$ cat src/rtl/membank_pkg.sv
package membank_pkg;

    localparam int SPLIT_W = 4;
    localparam int BANK_W  = 2;

    typedef enum logic [BANK_W-1:0] {
        BSEL_NONE  = 2'd0,
        BSEL_LOW   = 2'd1,
        BSEL_HIGH  = 2'd2,
        BSEL_ALIAS = 2'd3
    } bank_code_e;

    typedef struct packed {
        logic [SPLIT_W-1:0] split;
        bank_code_e         bank;
        logic               rom_on;
    } map_cfg_t;

    typedef struct packed {
        logic rom;
        logic common;
        logic bank1;
        logic bank0;
    } chip_sel_t;

    localparam chip_sel_t SEL_IDLE = '{rom: 1'b0, common: 1'b0, bank1: 1'b0, bank0: 1'b0};

    // Codes 1 and 3 both land on the lower bank.
    function automatic logic picks_low(input bank_code_e code);
        return (code == BSEL_LOW) || (code == BSEL_ALIAS);
    endfunction

    function automatic logic picks_high(input bank_code_e code);
        return code == BSEL_HIGH;
    endfunction

endpackage

$ cat src/rtl/membank_cfg_reg.sv
module membank_cfg_reg
    import membank_pkg::*;
#(
    parameter int          PORT_W   = 8,
    parameter int          DATA_W   = 8,
    parameter logic [7:0]  CMD_PORT = 8'h1D
) (
    input  logic              clk,
    input  logic              rst,
    input  logic              io_wr,
    input  logic [PORT_W-1:0] io_port,
    input  logic [DATA_W-1:0] io_wdata,
    input  logic              rom_en_we,
    input  logic              rom_en_val,
    output map_cfg_t          cfg
);
    localparam int SPLIT_LSB = DATA_W - SPLIT_W;
    localparam logic [PORT_W-1:0] PORT_MATCH = PORT_W'(CMD_PORT);

    logic hit;
    assign hit = io_wr && (io_port == PORT_MATCH);

    always_ff @(posedge clk) begin
        if (rst) begin
            cfg.split  <= '0;
            cfg.bank   <= BSEL_NONE;
            cfg.rom_on <= 1'b1;
        end else begin
            if (hit) begin
                cfg.split <= io_wdata[DATA_W-1:SPLIT_LSB];
                cfg.bank  <= bank_code_e'(io_wdata[BANK_W-1:0]);
            end
            if (rom_en_we) begin
                cfg.rom_on <= rom_en_val;
            end
        end
    end
endmodule

$ cat src/rtl/membank_region.sv
module membank_region
    import membank_pkg::*;
#(
    parameter int                ADDR_W       = 16,
    parameter logic [ADDR_W-1:0] SPLIT_BASE   = 16'hC000,
    parameter int                STEP_LOG2    = 10,
    parameter int                ROM_WIN_LOG2 = 12
) (
    input  logic [ADDR_W-1:0]  addr,
    input  logic [SPLIT_W-1:0] split,
    output logic               above_split,
    output logic               in_rom_win
);
    logic [ADDR_W-1:0] split_addr;

    assign split_addr  = SPLIT_BASE + (ADDR_W'(split) << STEP_LOG2);
    assign above_split = addr >= split_addr;
    assign in_rom_win  = (addr[ADDR_W-1:ROM_WIN_LOG2] == '0);
endmodule

$ cat src/rtl/membank_select.sv
module membank_select
    import membank_pkg::*;
(
    input  logic      mem_req,
    input  logic      mem_wr,
    input  logic      above_split,
    input  logic      in_rom_win,
    input  map_cfg_t  cfg,
    output chip_sel_t sel
);
    always_comb begin
        sel = SEL_IDLE;
        if (mem_req) begin
            if (cfg.rom_on && in_rom_win) begin
                // Overlay owns the window: reads hit ROM, writes hit nothing.
                sel.rom = !mem_wr;
            end else if (above_split) begin
                sel.common = 1'b1;
            end else begin
                sel.bank0 = picks_low(cfg.bank);
                sel.bank1 = picks_high(cfg.bank);
            end
        end
    end
endmodule

$ cat src/rtl/membank_rom_addr.sv
module membank_rom_addr #(
    parameter int ROM_WIN_LOG2 = 12
) (
    input  logic [ROM_WIN_LOG2-1:0] addr_lo,
    input  logic                    rom_small,
    output logic [ROM_WIN_LOG2-1:0] rom_addr
);
    localparam int TOP = ROM_WIN_LOG2 - 1;

    for (genvar i = 0; i < ROM_WIN_LOG2; i++) begin : g_bit
        if (i == TOP) begin : g_fold
            assign rom_addr[i] = addr_lo[i] & ~rom_small;
        end else begin : g_pass
            assign rom_addr[i] = addr_lo[i];
        end
    end
endmodule

$ cat src/rtl/mem_bank_decoder.sv
module mem_bank_decoder
    import membank_pkg::*;
#(
    parameter int                ADDR_W       = 16,
    parameter int                PORT_W       = 8,
    parameter int                DATA_W       = 8,
    parameter logic [7:0]        CMD_PORT     = 8'h1D,
    parameter logic [ADDR_W-1:0] SPLIT_BASE   = 16'hC000,
    parameter int                STEP_LOG2    = 10,
    parameter int                ROM_WIN_LOG2 = 12
) (
    input  logic                    clk,
    input  logic                    rst,
    input  logic                    io_wr,
    input  logic [PORT_W-1:0]       io_port,
    input  logic [DATA_W-1:0]       io_wdata,
    input  logic                    rom_en_we,
    input  logic                    rom_en_val,
    input  logic                    rom_2k,
    input  logic                    mem_req,
    input  logic                    mem_wr,
    input  logic [ADDR_W-1:0]       addr,
    output logic                    cs_bank0,
    output logic                    cs_bank1,
    output logic                    cs_common,
    output logic                    cs_rom,
    output logic [ROM_WIN_LOG2-1:0] rom_addr
);
    map_cfg_t  cfg;
    chip_sel_t sel;
    logic      above_split;
    logic      in_rom_win;

    membank_cfg_reg #(
        .PORT_W   (PORT_W),
        .DATA_W   (DATA_W),
        .CMD_PORT (CMD_PORT)
    ) u_cfg (
        .clk        (clk),
        .rst        (rst),
        .io_wr      (io_wr),
        .io_port    (io_port),
        .io_wdata   (io_wdata),
        .rom_en_we  (rom_en_we),
        .rom_en_val (rom_en_val),
        .cfg        (cfg)
    );

    membank_region #(
        .ADDR_W       (ADDR_W),
        .SPLIT_BASE   (SPLIT_BASE),
        .STEP_LOG2    (STEP_LOG2),
        .ROM_WIN_LOG2 (ROM_WIN_LOG2)
    ) u_region (
        .addr        (addr),
        .split       (cfg.split),
        .above_split (above_split),
        .in_rom_win  (in_rom_win)
    );

    membank_select u_sel (
        .mem_req     (mem_req),
        .mem_wr      (mem_wr),
        .above_split (above_split),
        .in_rom_win  (in_rom_win),
        .cfg         (cfg),
        .sel         (sel)
    );

    membank_rom_addr #(
        .ROM_WIN_LOG2 (ROM_WIN_LOG2)
    ) u_rom_addr (
        .addr_lo   (addr[ROM_WIN_LOG2-1:0]),
        .rom_small (rom_2k),
        .rom_addr  (rom_addr)
    );

    assign cs_bank0  = sel.bank0;
    assign cs_bank1  = sel.bank1;
    assign cs_common = sel.common;
    assign cs_rom    = sel.rom;
endmodule

$ cat config.mk
export PLATFORM = sky130hd
export DESIGN_NAME = mem_bank_decoder
export DESIGN_NICKNAME = d
export VERILOG_FILES = /design/src/rtl/membank_pkg.sv /design/src/rtl/membank_cfg_reg.sv /design/src/rtl/membank_region.sv /design/src/rtl/membank_select.sv /design/src/rtl/membank_rom_addr.sv /design/src/rtl/mem_bank_decoder.sv
export SDC_FILE = /design/constraint.sdc
export NUM_CORES = 1
export LEC_CHECK = 0
export ABC_CLOCK_PERIOD_IN_PS = 3900
export CAP_MARGIN = 0
export CORE_MARGIN = 10
export CORE_UTILIZATION = 33
export CTS_CLUSTER_DIAMETER = 50
export DETAILED_ROUTE_END_ITERATION = 8
export GPL_ROUTABILITY_DRIVEN = 0
export PLACE_DENSITY_LB_ADDON = 0.25
export RECOVER_POWER = 100
export SLEW_MARGIN = 5
export SYNTH_ARGS = -nofsm -noshare
export SYNTH_HDL_FRONTEND = slang
export SYNTH_HIERARCHICAL = 1
export SYNTH_SLANG_ARGS = --single-unit
$ cat constraint.sdc
create_clock -name clk -period 3.9 [get_ports clk]
set_clock_uncertainty 0.15 [all_clocks]
set_input_delay 0.975 -clock clk [delete_from_list [all_inputs] [get_ports clk]]
set_output_delay 0.975 -clock clk [all_outputs]
set_load 0.005 [all_outputs]
==> metrics.txt <==
# TYPE chip_impl_metric gauge
chip_impl_metric{name="chipWidth",unit="µm"} 63.7
chip_impl_metric{name="flow.area_growth_from_synthesis",unit="%"} 79.7
chip_impl_metric{name="final_core_utilization",unit="%"} 64.1
chip_impl_metric{name="largest_register_ffs",unit=""} 7
chip_impl_metric{name="synth_cell_type_count",unit=""} 26
chip_impl_info{name="rsz_0062_raised_after_global_routing",value="no"} 1
chip_impl_metric{name="cellInternalPower",unit="µW"} 162
chip_impl_metric{name="gr-usage-met1",unit="%"} 8.41
chip_impl_metric{name="gr-usage-met2",unit="%"} 15.3
chip_impl_info{name="run_status",value="completed"} 1
chip_impl_metric{name="worst_skew_pair.late_latency",unit="ps"} 250
chip_impl_info{name="gr-max-usage-layer",value="met2"} 1
chip_impl_metric{name="power.share.clock",unit="%"} 31.5
chip_impl_metric{name="report.final.setup_viol",unit=""} 0
chip_impl_info{name="cells_traversed_along_the_worst_timing_path",value="clkdlybuf4s50_1, inv_1, ha_1, nor4b_4, a311oi_2, o22ai_2, and3_1, clkdlybuf4s15_1"} 1
chip_impl_metric{name="fillers",unit=""} 172
chip_impl_metric{name="place_worst_setup_slack",unit="ps"} -374
chip_impl_info{name="r2r_start",value="u_cfg/cfg[0]"} 1
chip_impl_metric{name="power.share.combinational",unit="%"} 33.6
chip_impl_metric{name="cts.htree.levels",unit=""} 1
chip_impl_metric{name="final.hold.worst_slack",unit="ps"} 320
chip_impl_metric{name="globalRouteMet3Util",unit="%"} 3.00
chip_impl_metric{name="min_period",unit="ps"} 3760
chip_impl_info{name="worst_path_dominant_cell_family",value="buffers and inverters"} 1
chip_impl_metric{name="synthesis.area_per_instance",unit="µm²"} 9.26
chip_impl_metric{name="postSynthNetCount",unit=""} 112
chip_impl_metric{name="reg2regPathDepth",unit=""} 2
chip_impl_metric{name="drt.antenna.violating_nets",unit=""} 0
chip_impl_metric{name="num_io_pins",unit=""} 56
chip_impl_metric{name="detailroute.via_count",unit=""} 612
chip_impl_info{name="crit_slowest_cell",value="clkdlybuf4s50_1"} 1
chip_impl_metric{name="max_cap_violations",unit=""} 0
chip_impl_metric{name="buffer_ports.inserted",unit=""} 53
chip_impl_metric{name="final_cell_area",unit="µm²"} 1130
chip_impl_metric{name="instances_no_fill",unit=""} 137
chip_impl_metric{name="power.total",unit="µW"} 209
chip_impl_metric{name="initial_core_util",unit="%"} 35.7
chip_impl_metric{name="fin_tns_setup",unit="ps"} 0
chip_impl_metric{name="grt_pass1_vias",unit=""} 592
chip_impl_metric{name="grt_remaining_overflow",unit=""} 0
chip_impl_metric{name="clk_pin_slew_worst_paths",unit="ps"} 50
chip_impl_metric{name="finalNetCount",unit=""} 157
chip_impl_metric{name="post_synthesis_cell_area",unit="µm²"} 629
chip_impl_metric{name="power.net_switching",unit="µW"} 46.5
chip_impl_metric{name="die_height",unit="µm"} 63.7
chip_impl_metric{name="place_area",unit="µm²"} 1090
chip_impl_metric{name="final_max_slew_viol_count",unit=""} 0
chip_impl_metric{name="grt_start_max_net_pins",unit=""} 14
chip_impl_metric{name="groute.usage.overall",unit="%"} 8.82
chip_impl_metric{name="place_hpwl",unit="µm"} 1690
chip_impl_metric{name="max_slew_margin",unit="%"} 75.1
chip_impl_info{name="min_from",value="u_cfg/cfg[6]"} 1
chip_impl_metric{name="grt_antenna_before_repair",unit=""} 0
chip_impl_metric{name="critPathMaxFanout",unit=""} 3
chip_impl_info{name="top_regs",value="u_cfg/cfg (7)"} 1
chip_impl_info{name="registers.top_by_ff_count",value="u_cfg/cfg"} 1
chip_impl_metric{name="p_per_area",unit="nW/µm²"} 185
chip_impl_metric{name="worst_hold_path.num_cells",unit=""} 2
chip_impl_metric{name="wl_per_cell",unit="µm"} 13.8
chip_impl_metric{name="leakage",unit="nW"} 0.424
chip_impl_info{name="cts_tree",value="yes"} 1
chip_impl_info{name="worst_setup_path_start_kind",value="input pin"} 1
chip_impl_metric{name="dp.cells",unit=""} 133
chip_impl_metric{name="fp.coreArea",unit="µm²"} 1760
chip_impl_metric{name="route.detailed.drc",unit=""} 0
chip_impl_metric{name="yosys_warnings",unit=""} 6
chip_impl_info{name="hold_path.class",value="reg -> reg"} 1
chip_impl_metric{name="timing_worst_slew_pin_value",unit="ps"} 371
chip_impl_metric{name="drt-vias-per-instance",unit=""} 4.47
chip_impl_metric{name="clock_sink_count",unit=""} 7
chip_impl_metric{name="wl",unit="µm"} 1890
chip_impl_metric{name="drt_iter0_markers",unit=""} 3
chip_impl_metric{name="ys_seq_elements",unit=""} 7
chip_impl_metric{name="cp.required",unit="ps"} 2770
chip_impl_metric{name="power.share.switching",unit="%"} 22.3
chip_impl_metric{name="num_antenna_cells",unit=""} 0
chip_impl_info{name="reg2reg_to",value="u_cfg/cfg[0]"} 1
chip_impl_info{name="worstSetupPathType",value="in -> out"} 1
chip_impl_metric{name="rows",unit=""} 15
chip_impl_metric{name="reg2reg_slack",unit="ps"} 3000
chip_impl_info{name="holdPathEnd",value="u_cfg/cfg[6]"} 1
chip_impl_metric{name="first_pass_grt_wire_length",unit="µm"} 2830
chip_impl_metric{name="p_seq_share",unit="%"} 34.9
chip_impl_metric{name="cts-buffers-inserted",unit=""} 3
chip_impl_info{name="clockRootBuffer",value="clkbuf_4"} 1
chip_impl_metric{name="vdd_drop_max",unit="mV"} 0.102
chip_impl_metric{name="cp_num_buf_inv",unit=""} 3
chip_impl_metric{name="detailed_routing_iteration_count_for_the_pre_antenna_repair_pass",unit=""} 2
chip_impl_metric{name="floorplan.die_area",unit="µm²"} 4050
chip_impl_metric{name="fmaxAchievable",unit="MHz"} 266
chip_impl_metric{name="period_share",unit="%"} 96.4
chip_impl_metric{name="yosysSeqAreaShare",unit="%"} 22.3
chip_impl_info{name="critPathCaptureType",value="primary output"} 1
chip_impl_metric{name="slowest_delay",unit="ps"} 470
chip_impl_metric{name="cts-root-to-sink-buffers",unit=""} 2
chip_impl_metric{name="final_critical_path_setup_slack",unit="ps"} 139
chip_impl_metric{name="worstPathArrival",unit="ps"} 2640
chip_impl_metric{name="finalHoldViolCount",unit=""} 0
chip_impl_metric{name="netlist_instances",unit=""} 68
chip_impl_metric{name="final_layout_size_suffix_gt1_share",unit="%"} 11.6
==> worst max-delay path by stage <==
stage              from        end  slack (ps)  depth (start not counted)
2_1_floorplan  addr[10]   cs_bank0         760                          6
3_3_place_gp   addr[10]   cs_bank0        -380                          8
3_5_place_dp   addr[10]   cs_bank1        -370                          8
4_1_cts        addr[10]   cs_bank0          10                          8
5_1_grt        addr[10]  cs_common          20                          8
6_report       addr[10]  cs_common         140                          8
==> cell families (layout without fill, tap and decap cells) <==
| logic type | count (synthesis) | after routing | share of synthesized area, % |
|---|---|---|---|
| adder cells (fa/ha/maj) | 4 | 4 | 7.95 |
| flip-flops | 7 | 7 | 22.3 |
| multiplexers | 6 | 6 | 9.54 |
| AND/OR/NAND/NOR | 30 | 30 | 37.8 |
| AO/OA/AOI/OAI | 4 | 4 | 4.57 |
| buffers and inverters | 17 | 61 | 17.9 |
==> cells in the final DEF, fill, tap and decap left out <==
| cell type | netlist | routed |
|---|---|---|
| clkdlybuf4s15_1 | 0 | 1 |
| nor4b_4 | 0 | 1 |
| nor4_1 | 1 | 1 |
| nand2_1 | 1 | 1 |
| and4b_1 | 2 | 2 |
| dlygate4sd3_1 | 0 | 14 |
| nor4_2 | 1 | 1 |
| nand4_1 | 1 | 1 |
| nor3b_1 | 1 | 1 |
| nor4b_2 | 2 | 1 |
| nand2_2 | 1 | 1 |
| clkdlybuf4s50_1 | 0 | 36 |
| clkbuf_1 | 0 | 1 |
| a311oi_2 | 0 | 1 |
| and3_1 | 1 | 1 |
| mux2i_1 | 6 | 6 |
| nor4bb_1 | 1 | 1 |
| o22ai_2 | 0 | 1 |
| nor2b_4 | 1 | 1 |
| inv_1 | 4 | 4 |
| clkbuf_2 | 0 | 2 |
| nor3b_2 | 1 | 1 |
| a211o_1 | 1 | 1 |
| and4_1 | 1 | 1 |
| nor2b_1 | 3 | 3 |
| a21oi_1 | 1 | 1 |
| ha_1 | 4 | 4 |
| dfxtp_1 | 7 | 7 |
| nand2b_1 | 12 | 12 |
| clkbuf_4 | 0 | 3 |
==> cells in the mapped netlist (all sizes together) <==
| cell | instances | share of area, % |
|---|---|---|
| buf | 13 | 16 |
| nand2b | 12 | 12 |
| dfxtp | 7 | 22 |
| mux2i | 6 | 9.5 |
| ha | 4 | 8.0 |
| inv | 4 | 2.4 |
| nor2b | 4 | 5.2 |
| and4b | 2 | 3.2 |
| nand2 | 2 | 1.6 |
| nor3b | 2 | 3.2 |
| nor4 | 2 | 3.0 |
| nor4b | 2 | 4.8 |
| a211o | 1 | 1.4 |
| a21oi | 1 | 0.79 |
| a311oi | 1 | 1.4 |
| and3 | 1 | 0.99 |
| and4 | 1 | 1.4 |
| nand4 | 1 | 0.99 |
| nor4bb | 1 | 1.6 |
| o22ai | 1 | 0.99 |
==> routing by layer <==
layer	vias to the layer above	part of all wire, %
met3	4	6.5
met5	-	0
li1	319	-
met1	265	38
met4	0	1.9
met2	24	53
==> power by group through the flow <==
stage	Sequential, mW	Combinational (mW)	Clock [mW]
2_1_floorplan	0.0743	0.0229	0
3_3_place_gp	0.0744	0.0707	0
3_5_place_dp	0.0743	0.0719	0
4_1_cts	0.0728	0.0741	0.0689
5_1_grt	0.0728	0.0747	0.0743
6_report	0.0728	0.0702	0.0658
==> layout make-up <==
| cell class | count | area [µm²] | area share, % |
|---|---|---|---|
| Clock buffer | 4 | 26.3 | 2.32 |
| Inverter | 4 | 15.0 | 1.33 |
| Multi-Input combinational cell | 44 | 398 | 35.2 |
| Sequential cell | 7 | 140 | 12.4 |
| Tap cell | 25 | 31.3 | 2.77 |
| Timing Repair Buffer | 53 | 520 | 46.0 |
==> timing repair <==
item / CTS / global route
pin swaps: 2 / 1
resized for setup: 8 / 3
buffers inserted: 0 / 0
cloned: 0 / 0
hold buffers: 0 / 0
endpoints found under the setup margin: 3 / 3
==> worst min-delay path, stage by stage, from the launching register on <==
cell      delay [ps]
dfxtp_1          300
nand2b_1          60
mux2i_1           50
Power figures use the tool's default switching activity.
